$ cat config.mk
export PLATFORM = sky130hd
export DESIGN_NAME = div_step_unit
export DESIGN_NICKNAME = d
export VERILOG_FILES = /design/src/rtl/div_step_pkg.sv /design/src/rtl/div_step_decode.sv /design/src/rtl/div_step_alu.sv /design/src/rtl/div_step_unit.sv
export SDC_FILE = /design/constraint.sdc
export NUM_CORES = 1
export LEC_CHECK = 0
export ABC_AREA = 1
export BUFFER_PORTS_ARGS = -buffer_cell sky130_fd_sc_hd__buf_2
export CORE_ASPECT_RATIO = 0.8
export CORE_UTILIZATION = 40
export DETAILED_ROUTE_END_ITERATION = 8
export SYNTH_ARGS = -nofsm -noshare
export SYNTH_HDL_FRONTEND = slang
export SYNTH_SLANG_ARGS = --single-unit
$ cat constraint.sdc
create_clock -name clk_i -period 9.46 [get_ports clk_i]
set_input_delay 0.473 -clock clk_i [delete_from_list [all_inputs] [get_ports clk_i]]
set_output_delay 0.473 -clock clk_i [all_outputs]
set_load 0.03 [all_outputs]
$ cat src/rtl/div_step_pkg.sv
package div_step_pkg;
  typedef enum logic [2:0] {
    CMD_NONE,
    CMD_INIT_U,
    CMD_INIT_S,
    CMD_T_WR,
    CMD_STEP
  } cmd_e;

  typedef struct packed {
    logic q;
    logic m;
    logic t;
  } status_t;
endpackage

$ cat src/rtl/div_step_decode.sv
module div_step_decode
  import div_step_pkg::*;
(
  input  logic init_u_i,
  input  logic init_s_i,
  input  logic t_wr_i,
  input  logic step_i,
  output cmd_e cmd_o
);
  always_comb begin
    if (init_u_i)      cmd_o = CMD_INIT_U;
    else if (init_s_i) cmd_o = CMD_INIT_S;
    else if (t_wr_i)   cmd_o = CMD_T_WR;
    else if (step_i)   cmd_o = CMD_STEP;
    else               cmd_o = CMD_NONE;
  end
endmodule

$ cat src/rtl/div_step_alu.sv
module div_step_alu
  import div_step_pkg::*;
#(
  parameter int WIDTH = 32
) (
  input  status_t          st_i,
  input  logic [WIDTH-1:0] rem_i,
  input  logic [WIDTH-1:0] div_i,
  output logic [WIDTH-1:0] rem_o,
  output status_t          st_o
);
  logic             dir;
  logic             msb;
  logic             carry;
  logic             nq;
  logic [WIDTH-1:0] shifted;
  logic [WIDTH-1:0] sum;
  logic [WIDTH-1:0] diff;
  logic [WIDTH:0]   wide_sum;

  always_comb begin
    dir      = st_i.q ^ st_i.m;
    msb      = rem_i[WIDTH-1];
    shifted  = {rem_i[WIDTH-2:0], st_i.t};
    sum      = shifted + div_i;
    diff     = shifted - div_i;
    // carry/borrow read back from the wrapped result
    carry    = dir ? (sum < shifted) : (diff > shifted);
    rem_o    = dir ? sum : diff;
    nq       = msb ^ st_i.m ^ carry;
    st_o.q   = nq;
    st_o.m   = st_i.m;
    st_o.t   = (nq == st_i.m);
  end

  assign wide_sum = {1'b0, shifted} + {1'b0, div_i};

  always_comb begin
    p_borrow_r5: assert (dir || (carry == (div_i > shifted)))
      else $error("subtract carry term disagrees with borrow");
    p_wrap_r6: assert (!dir || (carry == wide_sum[WIDTH]))
      else $error("add carry term disagrees with wrap");
  end
endmodule

$ cat src/rtl/div_step_unit.sv
module div_step_unit
  import div_step_pkg::*;
#(
  parameter int WIDTH = 32
) (
  input  logic             clk_i,
  input  logic             rst_ni,
  input  logic             init_u_i,
  input  logic             init_s_i,
  input  logic             t_wr_i,
  input  logic             t_val_i,
  input  logic             step_i,
  input  logic [WIDTH-1:0] dividend_i,
  input  logic [WIDTH-1:0] divisor_i,
  input  logic [WIDTH-1:0] rem_i,
  output logic [WIDTH-1:0] rem_o,
  output logic             q_o,
  output logic             m_o,
  output logic             t_o,
  output logic             ready_o
);
  localparam int MSB = WIDTH - 1;

  cmd_e             cmd;
  status_t          st_q;
  status_t          st_nxt;
  logic [WIDTH-1:0] rem_q;
  logic [WIDTH-1:0] rem_nxt;

  div_step_decode u_dec (
    .init_u_i (init_u_i),
    .init_s_i (init_s_i),
    .t_wr_i   (t_wr_i),
    .step_i   (step_i),
    .cmd_o    (cmd)
  );

  div_step_alu #(.WIDTH(WIDTH)) u_alu (
    .st_i  (st_q),
    .rem_i (rem_i),
    .div_i (divisor_i),
    .rem_o (rem_nxt),
    .st_o  (st_nxt)
  );

  always_ff @(posedge clk_i or negedge rst_ni) begin
    if (!rst_ni) begin
      st_q  <= '0;
      rem_q <= '0;
    end else begin
      unique case (cmd)
        CMD_INIT_U: st_q <= '0;
        CMD_INIT_S: begin
          st_q.q <= dividend_i[MSB];
          st_q.m <= divisor_i[MSB];
          st_q.t <= dividend_i[MSB] ^ divisor_i[MSB];
        end
        CMD_T_WR: st_q.t <= t_val_i;
        CMD_STEP: begin
          st_q  <= st_nxt;
          rem_q <= rem_nxt;
        end
        default: ;
      endcase
    end
  end

  assign rem_o   = rem_q;
  assign q_o     = st_q.q;
  assign m_o     = st_q.m;
  assign t_o     = st_q.t;
  assign ready_o = 1'b1;

  p_uinit_r2: assert property (@(posedge clk_i) disable iff (!rst_ni)
    init_u_i |=> (!q_o && !m_o && !t_o));

  p_sinit_r3: assert property (@(posedge clk_i) disable iff (!rst_ni)
    (init_s_i && !init_u_i) |=>
      (q_o == $past(dividend_i[MSB]) && m_o == $past(divisor_i[MSB])
       && t_o == (q_o ^ m_o)));

  p_step_t_r8: assert property (@(posedge clk_i) disable iff (!rst_ni)
    (step_i && !init_u_i && !init_s_i && !t_wr_i) |=> (t_o == (q_o == m_o)));

  p_step_m_r9: assert property (@(posedge clk_i) disable iff (!rst_ni)
    (step_i && !init_u_i && !init_s_i && !t_wr_i) |=> $stable(m_o));

  p_idle_r9: assert property (@(posedge clk_i) disable iff (!rst_ni)
    (!init_u_i && !init_s_i && !t_wr_i && !step_i) |=>
      ($stable(q_o) && $stable(m_o) && $stable(t_o) && $stable(rem_o)));

  p_twr_r10: assert property (@(posedge clk_i) disable iff (!rst_ni)
    (t_wr_i && !init_u_i && !init_s_i) |=>
      (t_o == $past(t_val_i) && $stable(q_o) && $stable(m_o) && $stable(rem_o)));
endmodule

==> reports/summary.md <==
## Status
• completed — run status

## Synthesis
• sky130_fd_sc_hd__ha_1 — post-synth top area cell
• 0.205 — top-area cell type share of the netlist area
• sky130_fd_sc_hd__nand2_1 — most frequent cell after synthesis
• 0 — number of warnings issued by yosys
• sky130_fd_sc_hd__dfrtp_1 — Top FF cell, synth
• 5.98 um2 — average cell area after synthesis
• 0 — number of enable-type register cells in the synthesized netlist
• sky130_fd_sc_hd__nand2_1, sky130_fd_sc_hd__inv_1, sky130_fd_sc_hd__nor2_1 — Commonest cells post-synth
• 7570 um2 — area of the mapped netlist
• 46 — library cells used by synthesis
• sky130_fd_sc_hd__ha_1, sky130_fd_sc_hd__nand2_1, sky130_fd_sc_hd__dfrtp_1, sky130_fd_sc_hd__inv_1, sky130_fd_sc_hd__nand3_1 — largest cells by area after synthesis
• 0.116 — register area share after synthesis
• 1495 — Synthesized Nets
• 1266 — synthesized netlist cell count
• 1.00 — async set or reset register ratio after synthesis
• 35 — number of synthesized register bits

## Route
• 0 — Remaining DRCs
• 17.5 um — post-detailed-route wirelength per cell
• 8384 — vias
• 571 — Initial DRC Count
• 0 — number of nets still failing antenna checks after routing
• 28000 um — final WL
• 5.22 — per-cell via count in the routed design
• 5 — first-pass iteration count of the detailed router

## Place
• 0.985 — global placer's final weighted congestion
• 8250 um2 — placed cell areas
• 24600 um — post-detailed-placement half-perimeter wirelength
• 5.49 ns — worst setup slack before clock tree synthesis
• 106 — input/output buffers

## Setup path
• 5.60 ns — minimum setup slack among reg-to-reg paths
• 9.61 ns — required arrival time at the worst endpoint
• flop to flop — Crit Path Category
• flop — Worst setup SP type
• 4.02 ns — Crit path arrival time
• 23 — FF-to-FF path depth
• 6 — largest fanout on the critical path
• flop — crit path capture type
• t_o$_DFFE_PN0P_ — Crit Reg-Reg Startpoint
• t_o$_DFFE_PN0P_ — endpoint of the lowest-slack register-to-register path

## Final layout
• 1580 — # nets final
• 0 — Inserted Diodes
• 11.0% — area overhead of the layout relative to synthesis
• 8400 um2 — Design Area, Final
• 2073 — layout filler cell count
• 0.112 — proportion of layout cells with a drive suffix above 1

## STA
• 3.86 ns — post-layout min period
• 0.00455 ns — worst setup skew after layout
• 0.259 GHz — Highest Clock Rate
• 0 — count of endpoints failing hold in the final timing report
• 0.809 ns — pin slew with the least headroom to its limit
• 0 — final-report max-slew violation count
• 0 ns — Setup Total Neg Slack
• 0.408 — share of the cycle needed by the critical path after routing
• 5.60 ns — worst setup margin
• 0.287 ns — smallest hold slack
• 0 — setup-violating endpoint count in the final report
• false — setup repair after global routing missed its margin
• 0.461 — Slew Limit Headroom

## Power
• 4.73 nW — static leakage
• 130 nW/um2 — power density over cell area
• 0.0694 mV — maximum VDD drop

## Clock network
• 35 — clk sink count
• 0.28 ns — Clock Latency Late Sink
• 5 — number of buffers created by CTS
• 2 — total number of H-tree levels
• 0 — # Post-CTS Setup Buffers
• 0.05 ns — clock-pin slew on the worst setup and hold paths
• yes — TritonCTS clock tree
• 0 — CTS Hold Buffers Added
• sky130_fd_sc_hd__clkbuf_16 — root buf cell
• 2 — Longest Clk Path Bufs
• 0 — count of instances resized after the clock tree is built

## Global routing
• 0 — remaining global-route overflow
• 36 — pin count of the biggest net entering global routing
• 0.288 — GRT Util Overall
• 42700 um — global-route wire length before repair
• 7673 — vias in the first global route
• 0 — antenna violations before repair

## Die
• 44 — num rows
• 156 um — overall die width
• 19500 um2 — overall die area
• 18300 um2 — Floorplan Core Area
• 139 — count of pins on the block boundary
• 125 um — height of the chip
• 0.413 — Initial Util

## Job
• 0 — max-capacitance violation count

## Min path
• primary input to async pin — Hold/Removal Path Class

==> sequential cells by signal, summed over array words and instances, names as in the netlist <==
signal  count
t_o         1
m_o         1
rem_o      32
q_o         1
==> stage by stage <==
stage | total power, mW | std cells | utilization
after floorplan | 0.702 | 1266 | -
after global placement | 0.903 | 1597 | 0.450
after detailed placement | 0.909 | 1597 | 0.450
after CTS | 1.08 | 1605 | 0.458
after global routing | 1.18 | 1605 | 0.458
final | 1.09 | 1605 | 0.458
==> worst max-delay path, stage by stage (launching register included) <==
cell and delay (ns):
sky130_fd_sc_hd__dfrtp_1 0.45, sky130_fd_sc_hd__ha_1 0.25, sky130_fd_sc_hd__fa_1 0.44, sky130_fd_sc_hd__nand3_1 0.12, sky130_fd_sc_hd__nand2_1 0.16, sky130_fd_sc_hd__nand2_1 0.12, sky130_fd_sc_hd__nand2_2 0.09, sky130_fd_sc_hd__nand2_1 0.08
sky130_fd_sc_hd__o211ai_2 0.14, sky130_fd_sc_hd__nand2_1 0.22, sky130_fd_sc_hd__nand2_1 0.08, sky130_fd_sc_hd__nand2_1 0.09, sky130_fd_sc_hd__nand2_1 0.09, sky130_fd_sc_hd__ha_1 0.28, sky130_fd_sc_hd__nand2_1 0.08, sky130_fd_sc_hd__nor3_1 0.33
sky130_fd_sc_hd__and3_1 0.21, sky130_fd_sc_hd__nand2_1 0.05, sky130_fd_sc_hd__nand3_1 0.13, sky130_fd_sc_hd__nand2_1 0.09, sky130_fd_sc_hd__nand2_1 0.06, sky130_fd_sc_hd__nand2_1 0.04, sky130_fd_sc_hd__nand2_1 0.06, sky130_fd_sc_hd__nand3_1 0.08
==> cell families (layout without fill, tap and decap cells) <==
| group | Yosys count | after routing | synth area share |
|---|---|---|---|
| AND/OR/NAND/NOR | 635 | 635 | 0.353 |
| buffers and inverters | 225 | 311 | 0.124 |
| AO/OA/AOI/OAI | 213 | 213 | 0.161 |
| adder cells (fa/ha/maj) | 126 | 126 | 0.210 |
| flip-flops | 35 | 35 | 0.116 |
| XOR/XNOR | 31 | 31 | 0.0368 |
| other | 1 | 1 | 0.000495 |
==> worst max-delay path by stage <==
stage                         start               to  depth (start not counted)
floorplan           t_o$_DFFE_PN0P_  t_o$_DFFE_PN0P_                         23
CTS                 t_o$_DFFE_PN0P_  t_o$_DFFE_PN0P_                         23
global placement          rem_i[20]  t_o$_DFFE_PN0P_                         22
detailed placement        rem_i[20]  t_o$_DFFE_PN0P_                         22
global route        t_o$_DFFE_PN0P_  t_o$_DFFE_PN0P_                         23
finish              t_o$_DFFE_PN0P_  t_o$_DFFE_PN0P_                         23
==> area by class of cell <==
type | instances | area (um2) | share of cell area
Tap cell | 253 | 317 | 0.0377
Clock buffer | 8 | 156 | 0.0186
Sequential cell | 35 | 876 | 0.104
Multi-Input combinational cell | 1006 | 5770 | 0.687
Inverter | 193 | 724 | 0.0862
Timing Repair Buffer | 110 | 561 | 0.0667
==> per-layer routing <==
metal  routed length, um  track usage  vias to the layer above
li1                    -            -                     4271
met1               14900        0.474                     3760
met2               10200        0.377                      328
met3                2480       0.0485                       25
met4                 433       0.0536                        0
met5                   0            0                        -
==> power breakdown <==
part	leakage (nW)	internal (mW)	switching, mW
registers	0.441	0.190	0.0216
clock network	0.0772	0.112	0.0580
logic	4.21	0.222	0.488
total	4.73	0.524	0.568
==> layout by cell type (no fill, tap or decap), types with 14 or more instances in the layout <==
cell type	instances
sky130_fd_sc_hd__nand2_1	340
sky130_fd_sc_hd__inv_1	188
sky130_fd_sc_hd__nor2_1	128
sky130_fd_sc_hd__ha_1	124
sky130_fd_sc_hd__buf_2	106
sky130_fd_sc_hd__nand3_1	102
sky130_fd_sc_hd__a21oi_1	87
sky130_fd_sc_hd__o21ai_0	67
sky130_fd_sc_hd__dfrtp_1	35
sky130_fd_sc_hd__xor2_1	23
sky130_fd_sc_hd__nand4_1	18
sky130_fd_sc_hd__nor3_1	17
sky130_fd_sc_hd__o21ai_1	14
Note: power is estimated with default switching activity, not from simulation.
